### src/rtl/gpio_irq_pkg.sv
package gpio_irq_pkg;
  localparam int unsigned NPINS_DEF     = 32;
  localparam int unsigned DEB_TICKS_DEF = 4;
  localparam int unsigned DIV_W_DEF     = 16;

  typedef struct packed {
    logic en;
    logic edge_mode;
    logic pol;
    logic both;
  } pin_cfg_t;
endpackage

### src/rtl/gpio_irq_prescaler.sv
module gpio_irq_prescaler #(
  parameter int unsigned DIV_W = 16
) (
  input  logic             clk_i,
  input  logic             rst_ni,
  input  logic [DIV_W-1:0] div_i,
  output logic             tick_o
);
  logic [DIV_W-1:0] cnt_q;

  assign tick_o = (cnt_q >= div_i);

  always_ff @(posedge clk_i or negedge rst_ni) begin
    if (!rst_ni)     cnt_q <= '0;
    else if (tick_o) cnt_q <= '0;
    else             cnt_q <= cnt_q + 1'b1;
  end

  // divider 0 ticks every cycle
  AST_TICK_ZERO_DIV: assert property (@(posedge clk_i) disable iff (!rst_ni)
    (div_i == '0) |-> tick_o);
endmodule

### src/rtl/gpio_irq_debounce.sv
module gpio_irq_debounce #(
  parameter int unsigned DEB_TICKS = 4
) (
  input  logic clk_i,
  input  logic rst_ni,
  input  logic pin_i,
  input  logic en_i,
  input  logic tick_i,
  output logic lvl_o
);
  localparam int unsigned CNT_W = (DEB_TICKS > 1) ? $clog2(DEB_TICKS) : 1;
  localparam logic [CNT_W-1:0] CNT_LAST = CNT_W'(DEB_TICKS - 1);

  logic             stable_q;
  logic [CNT_W-1:0] cnt_q;

  always_ff @(posedge clk_i or negedge rst_ni) begin
    if (!rst_ni) begin
      stable_q <= 1'b0;
      cnt_q    <= '0;
    end else if (!en_i) begin
      // track input so enabling the filter causes no false change
      stable_q <= pin_i;
      cnt_q    <= '0;
    end else if (tick_i) begin
      if (pin_i == stable_q) begin
        cnt_q <= '0;
      end else if (cnt_q == CNT_LAST) begin
        stable_q <= pin_i;
        cnt_q    <= '0;
      end else begin
        cnt_q <= cnt_q + 1'b1;
      end
    end
  end

  assign lvl_o = en_i ? stable_q : pin_i;

  AST_DEB_HOLD_NO_TICK: assert property (@(posedge clk_i) disable iff (!rst_ni)
    (en_i && !tick_i) |=> $stable(stable_q));
  AST_DEB_NEEDS_COUNT: assert property (@(posedge clk_i) disable iff (!rst_ni)
    (en_i && cnt_q != CNT_LAST) |=> $stable(stable_q));
endmodule

### src/rtl/gpio_irq_edge_cell.sv
module gpio_irq_edge_cell
  import gpio_irq_pkg::*;
(
  input  logic     clk_i,
  input  logic     rst_ni,
  input  logic     lvl_i,
  input  pin_cfg_t cfg_i,
  input  logic     eoi_i,
  output logic     raw_o
);
  logic prev_q, latch_q;
  logic rise, fall, hit, lvl_act;

  assign rise    = lvl_i & ~prev_q;
  assign fall    = ~lvl_i & prev_q;
  assign hit     = cfg_i.both ? (rise | fall) : (cfg_i.pol ? rise : fall);
  assign lvl_act = cfg_i.pol ? lvl_i : ~lvl_i;

  always_ff @(posedge clk_i or negedge rst_ni) begin
    if (!rst_ni) begin
      prev_q  <= 1'b0;
      latch_q <= 1'b0;
    end else begin
      prev_q  <= lvl_i;
      // set beats clear
      latch_q <= cfg_i.en & cfg_i.edge_mode & ((latch_q & ~eoi_i) | hit);
    end
  end

  assign raw_o = cfg_i.en & (cfg_i.edge_mode ? latch_q : lvl_act);

  AST_EDGE_WINS: assert property (@(posedge clk_i) disable iff (!rst_ni)
    (cfg_i.en && cfg_i.edge_mode && hit && eoi_i) |=> latch_q);
  AST_EOI_CLEARS: assert property (@(posedge clk_i) disable iff (!rst_ni)
    (latch_q && eoi_i && !hit) |=> !latch_q);
  AST_EDGE_HELD: assert property (@(posedge clk_i) disable iff (!rst_ni)
    (latch_q && !eoi_i && cfg_i.en && cfg_i.edge_mode) |=> latch_q);
  AST_DISABLED_DROPS: assert property (@(posedge clk_i) disable iff (!rst_ni)
    (!cfg_i.en) |=> !latch_q);
endmodule

### src/rtl/gpio_irq_detect.sv
module gpio_irq_detect
  import gpio_irq_pkg::*;
#(
  parameter int unsigned NPINS     = NPINS_DEF,
  parameter int unsigned DEB_TICKS = DEB_TICKS_DEF,
  parameter int unsigned DIV_W     = DIV_W_DEF
) (
  input  logic             clk_i,
  input  logic             rst_ni,
  input  logic [NPINS-1:0] pin_i,
  input  logic [NPINS-1:0] en_i,
  input  logic [NPINS-1:0] mask_i,
  input  logic [NPINS-1:0] edge_mode_i,
  input  logic [NPINS-1:0] pol_i,
  input  logic [NPINS-1:0] both_i,
  input  logic [NPINS-1:0] deb_en_i,
  input  logic [DIV_W-1:0] tick_div_i,
  input  logic [NPINS-1:0] eoi_i,
  output logic [NPINS-1:0] raw_o,
  output logic [NPINS-1:0] stat_o,
  output logic             irq_o
);
  logic             tick;
  logic [NPINS-1:0] filt;

  gpio_irq_prescaler #(.DIV_W(DIV_W)) u_presc (
    .clk_i  (clk_i),
    .rst_ni (rst_ni),
    .div_i  (tick_div_i),
    .tick_o (tick)
  );

  for (genvar g = 0; g < NPINS; g++) begin : g_pin
    pin_cfg_t cfg;
    assign cfg = '{en: en_i[g], edge_mode: edge_mode_i[g], pol: pol_i[g], both: both_i[g]};

    gpio_irq_debounce #(.DEB_TICKS(DEB_TICKS)) u_deb (
      .clk_i  (clk_i),
      .rst_ni (rst_ni),
      .pin_i  (pin_i[g]),
      .en_i   (deb_en_i[g]),
      .tick_i (tick),
      .lvl_o  (filt[g])
    );

    gpio_irq_edge_cell u_cell (
      .clk_i  (clk_i),
      .rst_ni (rst_ni),
      .lvl_i  (filt[g]),
      .cfg_i  (cfg),
      .eoi_i  (eoi_i[g]),
      .raw_o  (raw_o[g])
    );
  end

  assign stat_o = raw_o & ~mask_i;
  assign irq_o  = |stat_o;

  AST_RAW_NEEDS_EN: assert property (@(posedge clk_i) disable iff (!rst_ni)
    ((raw_o & ~en_i) == '0));
  AST_STAT_IN_RAW: assert property (@(posedge clk_i) disable iff (!rst_ni)
    ((stat_o & ~raw_o) == '0));
  AST_IRQ_QUIET: assert property (@(posedge clk_i) disable iff (!rst_ni)
    (raw_o == '0) |-> !irq_o);
endmodule

### config.mk
export PLATFORM = sky130hd
export DESIGN_NAME = gpio_irq_detect
export DESIGN_NICKNAME = d
export VERILOG_FILES = /design/src/rtl/gpio_irq_pkg.sv /design/src/rtl/gpio_irq_prescaler.sv /design/src/rtl/gpio_irq_debounce.sv /design/src/rtl/gpio_irq_edge_cell.sv /design/src/rtl/gpio_irq_detect.sv
export SDC_FILE = /design/constraint.sdc
export NUM_CORES = 1
export LEC_CHECK = 0
export BUFFER_PORTS_ARGS = -buffer_cell sky130_fd_sc_hd__buf_2
export CELL_PAD_IN_SITES_DETAIL_PLACEMENT = 0
export CELL_PAD_IN_SITES_GLOBAL_PLACEMENT = 1
export CORE_MARGIN = 1
export CORE_UTILIZATION = 35
export DETAILED_ROUTE_END_ITERATION = 8
export PLACE_DENSITY_LB_ADDON = 0.1
export SETUP_SLACK_MARGIN = 0.5
export SYNTH_ARGS = -nofsm -noshare
export SYNTH_HDL_FRONTEND = slang
export SYNTH_SLANG_ARGS = --single-unit
### constraint.sdc
create_clock -name clk_i -period 3.8 [get_ports clk_i]
set_clock_uncertainty 0.15 [all_clocks]
set_input_delay 0.19 -clock clk_i [delete_from_list [all_inputs] [get_ports clk_i]]
set_output_delay 0.19 -clock clk_i [all_outputs]
set_load 0.005 [all_outputs]
==> results of run 1 <==
[layout make-up]
| cell class | count | area (µm²) | share of cell area, % |
|---|---|---|---|
| clock buffer | 21 | 470 | 2.76 |
| clock inverter | 10 | 206 | 1.21 |
| inverter | 119 | 447 | 2.63 |
| multi-input combinational | 954 | 7380 | 43.4 |
| sequential | 176 | 4400 | 25.9 |
| tap | 461 | 577 | 3.39 |
| timing repair buffer | 520 | 3530 | 20.7 |
[worst max-delay path, cell delays in order (launching register included)]
cell	delay, ps
sky130_fd_sc_hd__dfrtp_1	390
sky130_fd_sc_hd__ha_1	360
sky130_fd_sc_hd__and4_1	340
sky130_fd_sc_hd__nand2_1	90
sky130_fd_sc_hd__or2_1	290
sky130_fd_sc_hd__o21ai_4	130
sky130_fd_sc_hd__buf_4	310
sky130_fd_sc_hd__nor2_8	140
sky130_fd_sc_hd__o31ai_1	270
sky130_fd_sc_hd__dlygate4sd3_1	590
[worst paths after layout]
kind,slack [ps],startpoint,to
max in group asynchronous,2420,rst_ni,g_pin[19].u_cell.latch_q$_DFF_PN0_
worst min-delay path,40,pin_i[23],g_pin[23].u_deb.cnt_q[0]$_DFFE_PN0P_
worst max register to register,660,u_presc.cnt_q[15]$_DFF_PN0_,g_pin[5].u_deb.cnt_q[1]$_DFFE_PN0P_
worst min register to register,340,g_pin[16].u_deb.cnt_q[0]$_DFFE_PN0P_,g_pin[16].u_deb.cnt_q[0]$_DFFE_PN0P_
min in group asynchronous,180,rst_ni,g_pin[3].u_cell.latch_q$_DFF_PN0_
worst max-delay path,660,u_presc.cnt_q[15]$_DFF_PN0_,g_pin[5].u_deb.cnt_q[1]$_DFFE_PN0P_
[Yosys cell counts, types with 3 or more instances]
library cell / n
sky130_fd_sc_hd__o211a_1: 6
sky130_fd_sc_hd__o21ai_0: 81
sky130_fd_sc_hd__clkbuf_1: 21
sky130_fd_sc_hd__o41ai_2: 22
sky130_fd_sc_hd__inv_1: 119
sky130_fd_sc_hd__mux2_2: 32
sky130_fd_sc_hd__nand4_1: 67
sky130_fd_sc_hd__and3_1: 18
sky130_fd_sc_hd__nand2b_1: 89
sky130_fd_sc_hd__o31ai_1: 26
sky130_fd_sc_hd__nor4_1: 3
sky130_fd_sc_hd__nor2b_1: 24
sky130_fd_sc_hd__mux2i_1: 56
sky130_fd_sc_hd__o2111ai_1: 7
sky130_fd_sc_hd__nor2_1: 52
sky130_fd_sc_hd__dfrtp_1: 176
sky130_fd_sc_hd__xnor2_1: 38
sky130_fd_sc_hd__o41ai_1: 4
sky130_fd_sc_hd__buf_2: 12
sky130_fd_sc_hd__nand3_1: 21
sky130_fd_sc_hd__a41oi_2: 30
sky130_fd_sc_hd__buf_6: 5
sky130_fd_sc_hd__ha_1: 113
sky130_fd_sc_hd__nand4b_1: 13
sky130_fd_sc_hd__a21oi_1: 40
sky130_fd_sc_hd__buf_4: 38
sky130_fd_sc_hd__nand2_1: 130
sky130_fd_sc_hd__xor2_1: 22
sky130_fd_sc_hd__a31o_1: 30
sky130_fd_sc_hd__buf_12: 3
[layer usage]
metal	wire, µm	up-vias
met4	249	0
met5	0	-
met3	1730	19
met2	16100	262
met1	15700	5302
li1	-	5610
[registers in the layout, summed over array words and instances, names as in the netlist]
name                  cells
g_pin.u_deb.cnt_q        64
u_presc.cnt_q            16
g_pin.u_deb.stable_q     32
g_pin.u_cell.prev_q      32
g_pin.u_cell.latch_q     32
[power by group through the flow]
stage	logic, mW	registers, mW	clock network [mW]
final	1.57	2.23	2.06
after global routing	1.79	2.26	2.20
after CTS	1.59	2.23	2.13
after detailed placement	1.44	2.26	0
after global placement	1.42	2.26	0
after floorplan	0.952	2.22	0
[cell families (layout without fill, tap and decap cells)]
kind of cell,after synthesis,count (layout)
AOI/OAI and AO/OA,262,262
xor gates and xnor gates,60,60
adders and majority gates,113,113
buffers and inverters,200,670
DFF,176,176
muxes,88,88
and+or+nand+nor,430,431
[metrics by stage]
step	hold WS (ps)	std cells
global route	26.8	2261
global placement	115	2064
detailed placement	116	2064
floorplan	-256	1329
CTS	13.9	2260
finish	35.0	2261
[cells in the final DEF (no fill, tap or decap), types with 3 or more instances in the layout]
| cell type | netlist | final |
|---|---|---|
| sky130_fd_sc_hd__nor2b_1 | 24 | 24 |
| sky130_fd_sc_hd__clkbuf_16 | 0 | 17 |
| sky130_fd_sc_hd__nand4_1 | 67 | 67 |
| sky130_fd_sc_hd__inv_1 | 119 | 119 |
| sky130_fd_sc_hd__nor2_1 | 52 | 52 |
| sky130_fd_sc_hd__dfrtp_1 | 176 | 176 |
| sky130_fd_sc_hd__o41ai_2 | 22 | 22 |
| sky130_fd_sc_hd__o21ai_0 | 81 | 81 |
| sky130_fd_sc_hd__and3_1 | 18 | 18 |
| sky130_fd_sc_hd__o41ai_1 | 4 | 4 |
| sky130_fd_sc_hd__xor2_1 | 22 | 22 |
| sky130_fd_sc_hd__nand4b_1 | 13 | 13 |
| sky130_fd_sc_hd__bufinv_16 | 0 | 6 |
| sky130_fd_sc_hd__a41oi_2 | 30 | 30 |
| sky130_fd_sc_hd__buf_4 | 38 | 13 |
| sky130_fd_sc_hd__a31o_1 | 30 | 30 |
| sky130_fd_sc_hd__nor4_1 | 3 | 3 |
| sky130_fd_sc_hd__mux2_2 | 32 | 32 |
| sky130_fd_sc_hd__o211a_1 | 6 | 6 |
| sky130_fd_sc_hd__nand3_1 | 21 | 21 |
| sky130_fd_sc_hd__mux2i_1 | 56 | 56 |
| sky130_fd_sc_hd__o31ai_1 | 26 | 26 |
| sky130_fd_sc_hd__ha_1 | 113 | 113 |
| sky130_fd_sc_hd__clkbuf_8 | 0 | 4 |
| sky130_fd_sc_hd__dlygate4sd3_1 | 0 | 165 |
| sky130_fd_sc_hd__a21oi_1 | 40 | 40 |
| sky130_fd_sc_hd__o2111ai_1 | 7 | 7 |
| sky130_fd_sc_hd__xnor2_1 | 38 | 38 |
| sky130_fd_sc_hd__buf_2 | 12 | 337 |
| sky130_fd_sc_hd__nand2_1 | 130 | 129 |
| sky130_fd_sc_hd__nand2b_1 | 89 | 89 |
| sky130_fd_sc_hd__buf_12 | 3 | 4 |
[repair_timing]
| action | in CTS | in global routing |
|---|---|---|
| hold buffers | 165 | 0 |
| endpoints found under the hold margin | 216 | 0 |
| setup endpoints to repair | 0 | 6 |
| resized for setup | 0 | 1 |
==> results.md, run 1 <==
* Setup repair after global routing missed its margin: false
* Met3 Track Usage GR at 3.38%
* Final critical-path required period at 3140 ps
* Count of cell types in the netlist at 50
* Part of the total power dissipated in the clock network at 35.2%
* Violated checks: design-rule violations
* Worst path required time at 4030 ps
* Number of clock buffers inserted by TritonCTS at 17
* Share of total power consumed by net switching at 30.2%
* DRT iter0 DRCs at 480
* Die Ht at 193 µm
* Internal Pwr Total at 4.09 mW
* # Max-Cap Violations at 0
* H-tree depth reported by CTS at 4
* Half-perimeter wire length of the detailed placement result at 24200 µm
* Floorplan row count at 69
* Setup slack after placement at 915 ps
* Post-synthesis share of cell area spent on xor and xnor gates at 4.12%
* Number of top-level design ports at 339
* Met2 track demand over resource at 31.8%
* Vias in the first global route at 11100
* Post-layout instance area at 17000 µm²
* Final routed DRC violation total at 53
* Power Total at 5.86 mW
* Average wire length per cell after detail routing at 14.9 µm
* Final nets at 2175
* Total power divided by cell area at 344 nW/µm²
* Buffer levels on the longest clock path at 2
* TritonRoute pass-1 iters at 7
* Most common flop cell mapped by yosys: sky130_fd_sc_hd__dfrtp_1
* Crit. End Element: flip-flop
* Hold depth at 3
* Routed WL at 33800 µm
* Setup Total Neg Slack at 0 ps
* Kind of start point of the critical path: flip-flop
* Leakage power at 8.76 nW
* Synth warn at 0
* Area added between synthesis and finish at 33.5%
* Post-Syn Instances at 1329
* CP Data Arrival Time at 3360 ps
* Leading cell types by total area after synthesis: sky130_fd_sc_hd__dfrtp_1, sky130_fd_sc_hd__ha_1, sky130_fd_sc_hd__mux2i_1, sky130_fd_sc_hd__nand2b_1, sky130_fd_sc_hd__nand2_1
* Antenna violations before repair at 0
* Transition time at the pin with the least slew margin at 668 ps
* Final worst-path cycle share at 82.6%
* Utilization after layout at 47.6%
* Worst-path clk slew at 70 ps
* Clock tree from TritonCTS: yes
* Max VDD drop at 0.317 mV
* Adder-Cell Fraction of Synth Area at 11.1%
* Grt met1 use at 23.2%
* Net count after synthesis at 1716
* Area share of the largest cell type after synthesis at 34.6%
* Via count at 11200
* Slew Limit Headroom at 55.5%
* Maximum number of pins on one net before global-route repair at 73
* Fraction of synthesis flops using an asynchronous set or reset pin at 100%
* Ratio of cells with drive above 1 in the final layout at 26.8%
* First-pass GRT wire length at 54000 µm
* Combinational share of power at 26.8%
* Syn Std Cell Area at 12700 µm²
* Outcome: complete, but fails checks
* Highest net fanout along the worst path at 19
* Number of enable flip-flop cells after synthesis at 0
* GP Congestion at 0.769
* Endpoints failing hold at 0
* Post-CTS Setup Repair Bufs at 0
* Number of inserted filler cells in the final layout at 3478
* Fraction of the mapped netlist area in compound gates at 17.4%
* Class of the tightest hold or removal check: in2reg
* Maximum clock rate at 0.319 GHz
* Die ar. at 37200 µm²
* Root Buffer: sky130_fd_sc_hd__clkbuf_16
* Final count of negative-setup-slack endpoints at 0
* Post-synthesis mux area share at 7.23%
* All-Layer GR Usage at 18.3%
* Kind of critical path: reg2reg
* Count of cells along the worst register-to-register path at 9
* Number of pins exceeding their max-slew limit in the final report at 0
* Reported net switching power at 1.77 mW
* Detailed-route vias per instance at 4.95
* # port buffers at 338
* Main combinational cell family by area after synthesis: simple AND/OR/NAND/NOR gates
* Part of the Yosys area used for sequential elements at 34.6%
* CTS sink cnt at 176
* Initial Util at 35.7%
* ANT cells at 0
* Worst-Skew Late Latency at 440 ps
* Detail Route Antenna Nets at 0
* Final global-route overflow total at 0
* Final critical-path setup slack at 662 ps
* Post-DP Area at 14700 µm²
* Portion of total power attributed to sequential cells at 38.0%
* Cell type with the highest aggregate area in the netlist: sky130_fd_sc_hd__dfrtp_1
* Average footprint of a synthesized cell at 9.59 µm²
* Most Crowded Layer GR: met2
* Synthesized-area fraction occupied by and/or/nand/nor cells at 17.8%
* Die width at 193 µm
* Number of synthesized register bits at 176
* Core region area at 35700 µm²
Power figures use the tool's default switching activity.
==> run 2, diff against run 1 <==
- ABC_AREA: not set -> 1
- clock period: 3.8 -> 2.7 ns (I/O delays scaled with it)
==> run 2 against run 1 <==
Compared with the run above: the run ends with negative hold slack left; worst hold slack worse by 180 ps; cell area is 11% higher; routed wire length increased by 14%; largest cell class unchanged; setup slack got worse by 210 ps; die area up 4.4%; clock power rose by 17%.
==> results.md, run 2 <==
* Cell family contributing the most delay on the critical path: simple AND/OR/NAND/NOR gates
* Number of flip-flops under the largest register name at 64 (unchanged)
* Average footprint of a synthesized cell at 6.98 µm² (-27%)
* Vias in the first global route at 12800 (+15%)
* Detail Route Antenna Nets at 0 (unchanged)
* Net count after synthesis at 2293 (+34%)
* Area added between synthesis and finish at 41.9%
* Worst-Skew Late Latency at 440 ps (about the same)
* Die Ht at 197 µm (+2.2%)
* Transition time at the pin with the least slew margin at 596 ps (-72.0 ps)
* Total power divided by cell area at 459 nW/µm² (+33%)
* Slew Limit Headroom at 59.9% (+4.4 points)
* # port buffers at 338 (unchanged)
* Via count at 13300 (+19%)
* Post-Syn Instances at 1906 (+43%)
* Stage delay of the slowest cell on the critical path at 570 ps (-20 ps)
* Fraction of synthesis flops using an asynchronous set or reset pin at 100% (unchanged)
* Outcome: complete, but fails checks
* Post-layout instance area at 18900 µm² (+11%)
* CP Data Arrival Time at 1970 ps (-1390 ps)
* Clock tree from TritonCTS: yes
* Floorplan row count at 71 (+2.9%)
* Commonest cells after routing, fill and taps aside: sky130_fd_sc_hd__inv_1, sky130_fd_sc_hd__nand2_1, sky130_fd_sc_hd__buf_2, sky130_fd_sc_hd__dfrtp_1, sky130_fd_sc_hd__dlygate4sd3_1
* Final global-route overflow total at 0 (unchanged)
* Post-DP Area at 15400 µm² (+5.1%)
* DRT iter0 DRCs at 421 (-12%)
* Violated checks: negative hold slack
* Number of clock buffers inserted by TritonCTS at 17 (unchanged)
* Kind of start point of the critical path: input port
* Combinational share of power at 35.0% (+8.2 points)
* Endpoints failing hold at 29 (+29)
* Commonest non-fill, non-tap cell in the layout: sky130_fd_sc_hd__inv_1
* Part of the Yosys area used for sequential elements at 33.1% (-1.5 points)
* # Max-Cap Violations at 0 (unchanged)
* Core region area at 37600 µm² (+5.1%)
* Most common flop cell mapped by yosys: sky130_fd_sc_hd__dfrtp_1
* Worst hold margin at -145 ps (-180 ps)
* Die ar. at 38800 µm² (+4.4%)
* Final critical-path required period at 2250 ps
* Setup Total Neg Slack at 0 ps (unchanged)
* Slowest cell on the critical path: sky130_fd_sc_hd__dlygate4sd3_1
* Half-perimeter wire length of the detailed placement result at 28100 µm (+16%)
* Setup repair after global routing missed its margin: true
* Die width at 197 µm (+2.2%)
* Detailed-route vias per instance at 4.47 (-9.7%)
* Syn Std Cell Area at 13300 µm² (+4.4%)
* Worst path required time at 2410 ps (-1620 ps)
* Class of the tightest hold or removal check: in2reg
* CTS sink cnt at 176 (unchanged)
* Count of cell types in the netlist at 30 (-40%)
* Buffer levels on the longest clock path at 2 (unchanged)
* H-tree depth reported by CTS at 4 (unchanged)
* Crit path cell chain: dlygate4sd3_1, buf_2, inv_1, nand2_1, nand3_2, nand3_2, nand3b_1, nand2_2, nor2_4, nand2_2, nor2_2, nand2_1, buf_2
* Ratio of cells with drive above 1 in the final layout at 24.4% (-2.4 points)
* Internal Pwr Total at 5.70 mW (+39%)
* Maximum number of pins on one net before global-route repair at 60 (-18%)
* Routed WL at 38500 µm (+14%)
* Share of total power consumed by net switching at 34.3% (+4.1 points)
* Kind of critical path: in2out
* Root Buffer: sky130_fd_sc_hd__clkbuf_16
* Number of synthesized register bits at 176 (unchanged)
* Cell type with the highest aggregate area in the netlist: sky130_fd_sc_hd__dfrtp_1
* Crit. End Element: output pin
* Leading cell type by number of instances after synthesis: sky130_fd_sc_hd__inv_1
* Initial Util at 35.4% (-0.23 points)
* Number of top-level design ports at 339 (unchanged)
* Number of inserted filler cells in the final layout at 3864 (+11%)
* Utilization after layout at 50.3% (+2.7 points)
* Most flops, register: g_pin.u_deb.cnt_q
* List of most frequent post-synthesis cells: sky130_fd_sc_hd__inv_1, sky130_fd_sc_hd__nand2_1, sky130_fd_sc_hd__nand3_1
* Portion of total power attributed to sequential cells at 37.1% (-0.9 points)
* Part of the total power dissipated in the clock network at 27.9% (-7.3 points)
* First-pass GRT wire length at 60500 µm (+12%)
* Average wire length per cell after detail routing at 12.9 µm (-13%)
* Final worst-path cycle share at 83.3%
* Final routed DRC violation total at 0 (-100%)
* TritonRoute pass-1 iters at 5 (-2)
* Leading cell types by total area after synthesis: sky130_fd_sc_hd__dfrtp_1, sky130_fd_sc_hd__inv_1, sky130_fd_sc_hd__nand2_1, sky130_fd_sc_hd__ha_1, sky130_fd_sc_hd__nand3_1
* Highest net fanout along the worst path at 4 (-15)
* Sum of buffers and inverters on the critical path at 4 (+2)
* Worst-path clk slew at 70 ps (about the same)
* Final nets at 2837 (+30%)
* Number of enable flip-flop cells after synthesis at 0 (unchanged)
* Synth warn at 0 (unchanged)
* Reported net switching power at 2.98 mW (+68%)
* Antenna violations before repair at 3 (+3)
* Final count of negative-setup-slack endpoints at 0 (unchanged)
* Number of pins exceeding their max-slew limit in the final report at 0 (unchanged)
* Maximum clock rate at 0.444 GHz
* Max VDD drop at 0.462 mV (+45%)
* Leakage power at 10.9 nW (+24%)
* All-Layer GR Usage at 19.3% (+1.1 points)
* Area share of the largest cell type after synthesis at 33.1% (-1.5 points)
* GP Congestion at 0.793 (+3.1%)
-- run 2: changes by cell type after synthesis, moves of 37 or more --
cell,before,now
sky130_fd_sc_hd__mux2i_1,56,0
sky130_fd_sc_hd__inv_1,119,504
sky130_fd_sc_hd__nor3_1,2,67
sky130_fd_sc_hd__nand2_1,130,428
sky130_fd_sc_hd__nand4_1,67,1
sky130_fd_sc_hd__o21ai_1,0,37
sky130_fd_sc_hd__nand2b_1,89,0
sky130_fd_sc_hd__nor2_1,52,106
sky130_fd_sc_hd__nand3_1,21,189
-- run 2: final cells by class --
cell class / instances / area (µm²) / share of cell area, %
antenna: 2 / 5.00 / 0.0265
inverter: 504 / 1890 / 10.0
clock buffer: 24 / 502 / 2.66
multi-input combinational: 1184 / 7340 / 38.8
tap: 511 / 639 / 3.38
sequential: 176 / 4410 / 23.3
clock inverter: 8 / 55.1 / 0.291
timing repair buffer: 567 / 4050 / 21.5
-- run 2: tightest hold or removal path, cell delays in order --
cell and delay [ps]:
sky130_fd_sc_hd__buf_2 140, sky130_fd_sc_hd__nand3_1 80, sky130_fd_sc_hd__o21ai_1 50
-- run 2: worst paths after layout --
kind / from / to / slack [ps] / cells after the start
worst max-delay path: pin_i[19] / irq_o / 450 / 13
worst min-delay path: deb_en_i[23] / g_pin[23].u_deb.cnt_q[0]$_DFFE_PN0P_ / -150 / 3
max in group asynchronous: rst_ni / g_pin[4].u_deb.cnt_q[1]$_DFFE_PN0P_ / 1580 / 3
min in group asynchronous: rst_ni / g_pin[28].u_cell.latch_q$_DFF_PN0_ / 90 / 2
worst min register to register: u_presc.cnt_q[0]$_DFF_PN0_ / u_presc.cnt_q[0]$_DFF_PN0_ / 310 / 1
worst max register to register: u_presc.cnt_q[13]$_DFF_PN0_ / g_pin[3].u_deb.stable_q$_DFFE_PN0P_ / 530 / 10
-- run 2: per-stage QoR --
| stage | hold slack, ps | worst slack, ps | power (mW) | cells |
|---|---|---|---|---|
| 3_3_place_gp | 24.4 | 399 | 5.54 | 2721 |
| 2_1_floorplan | -311 | 847 | 4.81 | 1906 |
| 6_report | -145 | 450 | 8.68 | 2976 |
| 5_1_grt | -162 | 300 | 9.38 | 2975 |
| 3_5_place_dp | 26.0 | 335 | 5.58 | 2721 |
| 4_1_cts | -174 | 422 | 8.36 | 2912 |
-- run 2: timing repair --
| action | in CTS | in global routing |
|---|---|---|
| buffers inserted | 18 | 38 |
| pin swaps | 15 | 37 |
| gates cloned | 0 | 6 |
| gates resized for setup | 32 | 156 |
| hold endpoints to repair | 223 | 49 |
| endpoints found under the setup margin | 59 | 127 |
| hold buffers | 141 | 23 |
-- run 2: cell families after synthesis --
kind of cell               Yosys count  share of synthesized area (%)
buffers and inverters              547                           16.9
AOI/OAI and AO/OA                  172                           7.52
and+or+nand+nor                    862                           29.5
DFF                                176                           33.1
adders and majority gates          113                           10.6
xor gates and xnor gates            36                           2.37
-- run 2: power by group through the flow --
stage	sequential (mW)	combinational, mW	clock (mW)
final	3.22	3.03	2.42
after global routing	3.26	3.48	2.63
after CTS	3.21	2.61	2.53
after detailed placement	3.27	2.30	0
after global placement	3.26	2.27	0
after floorplan	3.21	1.60	0
-- run 2: routing by layer --
metal | vias up | routed length [µm] | global-route usage (%)
li1 | 6980 | - | -
met5 | - | 23 | 0
met2 | 224 | 18700 | 33.5
met4 | 4 | 530 | 4.82
met1 | 6059 | 17800 | 24.4
met3 | 32 | 1480 | 3.96
==> run 3, diff against run 2 <==
- clock period: 2.7 -> 2.2 ns (I/O delays scaled with it)
==> run 3 against run 2 <==
Compared with the run above: the flow finishes with violations (negative hold slack, negative setup slack); combinational power rose by 59%; cell area grew 16%; clock-buffer cell count down 4; total power is 39% higher; setup slack lost 470 ps; sequential share of layout area down 3.2 points; register-to-register slack lost 550 ps; sequential cell count is the same; non-clock buffer count increased by 140; critical path depth is 1 higher; first-iteration DRC count rose by 25%; worst hold slack got worse by 30 ps; critical path type unchanged.
==> results.md, run 3 (same netlist as run 2, synthesis figures left out) <==
* Final worst-path cycle share at 101%
* Die ar. at 38800 µm² (unchanged)
* Sequential cell area at 4410 µm² (about the same)
* Outcome: complete, but fails checks
* Vias in the first global route at 13600 (+6.5%)
* First-pass GRT wire length at 65100 µm (+7.6%)
* Routed WL at 40700 µm (+5.7%)
* Setup Total Neg Slack at -88.4 ps (-88.4 ps)
* All-Layer GR Usage at 20.8% (+1.5 points)
* H-tree depth reported by CTS at 4 (unchanged)
* Setup slack after placement at -312 ps (-648 ps)
* Number of top-level design ports at 339 (unchanged)
* Buffer levels on the longest clock path at 2 (unchanged)
* # port buffers at 338 (unchanged)
* Worst-path clk slew at 70 ps (about the same)
* Class of the tightest hold or removal check: in2reg
* Number of inserted filler cells in the final layout at 3580 (-7.3%)
* Final global-route overflow total at 0 (unchanged)
* Commonest non-fill, non-tap cell in the layout: sky130_fd_sc_hd__inv_1
* Multi-input gate area at 8490 µm² (+16%)
* Transition time at the pin with the least slew margin at 447 ps (-149 ps)
* Final routed DRC violation total at 0 (unchanged)
* Commonest cells after routing, fill and taps aside: sky130_fd_sc_hd__inv_1, sky130_fd_sc_hd__buf_2, sky130_fd_sc_hd__nand2_1, sky130_fd_sc_hd__dlygate4sd3_1, sky130_fd_sc_hd__dfrtp_1
* Initial Util at 35.4% (unchanged)
* Floorplan row count at 71 (unchanged)
* GP Congestion at 0.803 (+1.2%)
* Half-perimeter wire length of the detailed placement result at 28000 µm (-0.44%)
* Worst path required time at 1940 ps (-470 ps)
* Highest net fanout along the worst path at 4 (unchanged)
* Final critical-path required period at 2220 ps
* Total power divided by cell area at 550 nW/µm² (+20%)
* Average wire length per cell after detail routing at 13.1 µm (+0.88%)
* Non-filler cells, final at 3118 (+4.8%)
* Detail Route Antenna Nets at 0 (unchanged)
* TritonRoute pass-1 iters at 7 (+2)
* CTS sink cnt at 176 (unchanged)
* Die Ht at 197 µm (unchanged)
* Slew Limit Headroom at 70.2% (+10 points)
* Most flops, register: g_pin.u_deb.cnt_q
* Max VDD drop at 0.490 mV (+6.1%)
* Clock tree from TritonCTS: yes
* Violated checks: negative hold slack, negative setup slack
* DRT iter0 DRCs at 527 (+25%)
* Final count of negative-setup-slack endpoints at 12 (+12)
* # Max-Cap Violations at 0 (unchanged)
* Kind of start point of the critical path: input port
* Number of cells after detailed placement at 2737 (+0.59%)
* Maximum number of pins on one net before global-route repair at 56 (-6.7%)
* Number of pins exceeding their max-slew limit in the final report at 0 (unchanged)
* Worst-Skew Late Latency at 440 ps (about the same)
* Final nets at 2976 (+4.9%)
* Endpoints failing hold at 27 (-6.9%)
* Antenna violations before repair at 10 (+7)
* Maximum clock rate at 0.450 GHz
* Kind of critical path: in2out
* Final critical-path setup slack at -23.4 ps (-473 ps)
* Die width at 197 µm (unchanged)
* Leakage power at 12.1 nW (+11%)
* Core region area at 37600 µm² (unchanged)
* Number of flip-flops under the largest register name at 64 (unchanged)
* Ratio of cells with drive above 1 in the final layout at 35.1% (+11 points)
* Via count at 14100 (+6.0%)
* Area added between synthesis and finish at 64.2%
* Detailed-route vias per instance at 4.52 (+1.2%)
* Setup repair after global routing missed its margin: true
* Worst hold margin at -175 ps (-30.1 ps)
* CP Data Arrival Time at 1960 ps (about the same)
* Root Buffer: sky130_fd_sc_hd__clkbuf_16
* Number of clock buffers inserted by TritonCTS at 17 (unchanged)
* Crit. End Element: output pin
* Power Total at 12.0 mW (+39%)
## run 3: area by class of cell
class	instances	share of cell area [%]
antenna	5	0.0572
clock buffer	20	2.09
clock inverter	12	0.733
inverter	504	8.70
multi-input combinational	1183	38.9
sequential	176	20.2
tap	511	2.93
timing repair buffer	707	26.5
## run 3: repair_timing
action | CTS | global route
setup endpoints to repair | 154 | 203
endpoints found under the hold margin | 334 | 44
buffers inserted | 82 | 38
gates resized for setup | 262 | 287
cloned | 10 | 0
hold buffers | 201 | 14
pin swaps | 75 | 85
## run 3: final timing paths
path,start,end,slack (ps),cells after the start
max in group asynchronous,rst_ni,g_pin[0].u_cell.latch_q$_DFF_PN0_,1160,3
max reg2reg,u_presc.cnt_q[7]$_DFF_PN0_,u_presc.cnt_q[8]$_DFF_PN0_,-20,13
min,deb_en_i[17],g_pin[17].u_deb.cnt_q[0]$_DFFE_PN0P_,-180,3
min reg2reg,g_pin[11].u_deb.cnt_q[1]$_DFFE_PN0P_,g_pin[11].u_deb.cnt_q[1]$_DFFE_PN0P_,340,2
max,deb_en_i[31],irq_o,-20,14
min in group asynchronous,rst_ni,g_pin[30].u_cell.prev_q$_DFF_PN0_,40,2
## run 3: critical path, stage by stage
cell and delay [ps]:
sky130_fd_sc_hd__buf_2 90, sky130_fd_sc_hd__dlygate4sd3_1 630, sky130_fd_sc_hd__inv_1 100, sky130_fd_sc_hd__nand2_2 80, sky130_fd_sc_hd__nand2_2 80, sky130_fd_sc_hd__nand2_2 70, sky130_fd_sc_hd__nand3_2 70, sky130_fd_sc_hd__nand3b_1 110
sky130_fd_sc_hd__nand2_1 90, sky130_fd_sc_hd__nor2_4 140, sky130_fd_sc_hd__nand2_1 90, sky130_fd_sc_hd__nor2_2 100, sky130_fd_sc_hd__nand2_1 70, sky130_fd_sc_hd__buf_6 120
## run 3: where the power goes
group / internal, mW / total (mW) / switching [mW]
Sequential: 3.62 / 3.92 / 0.298
Clock: 1.86 / 3.28 / 1.43
Combinational: 2.44 / 4.82 / 2.38
Total: 7.92 / 12.0 / 4.11
## run 3: per-layer routing
layer	vias to the layer above	part of all wire [%]	track usage, %
met2	242	49	36.2
li1	7271	-	-
met1	6542	45	26.2
met4	4	1.7	5.48
met5	-	0.064	0
met3	38	4.0	3.84
## run 3: stage by stage
stage / instance area, µm² / util, %
detailed placement: 15600 / 41.5
finish: 21900 / 58.2
global route: 21900 / 58.2
global placement: 15600 / 41.5
floorplan: 13300 / -
CTS: 20300 / 54.0
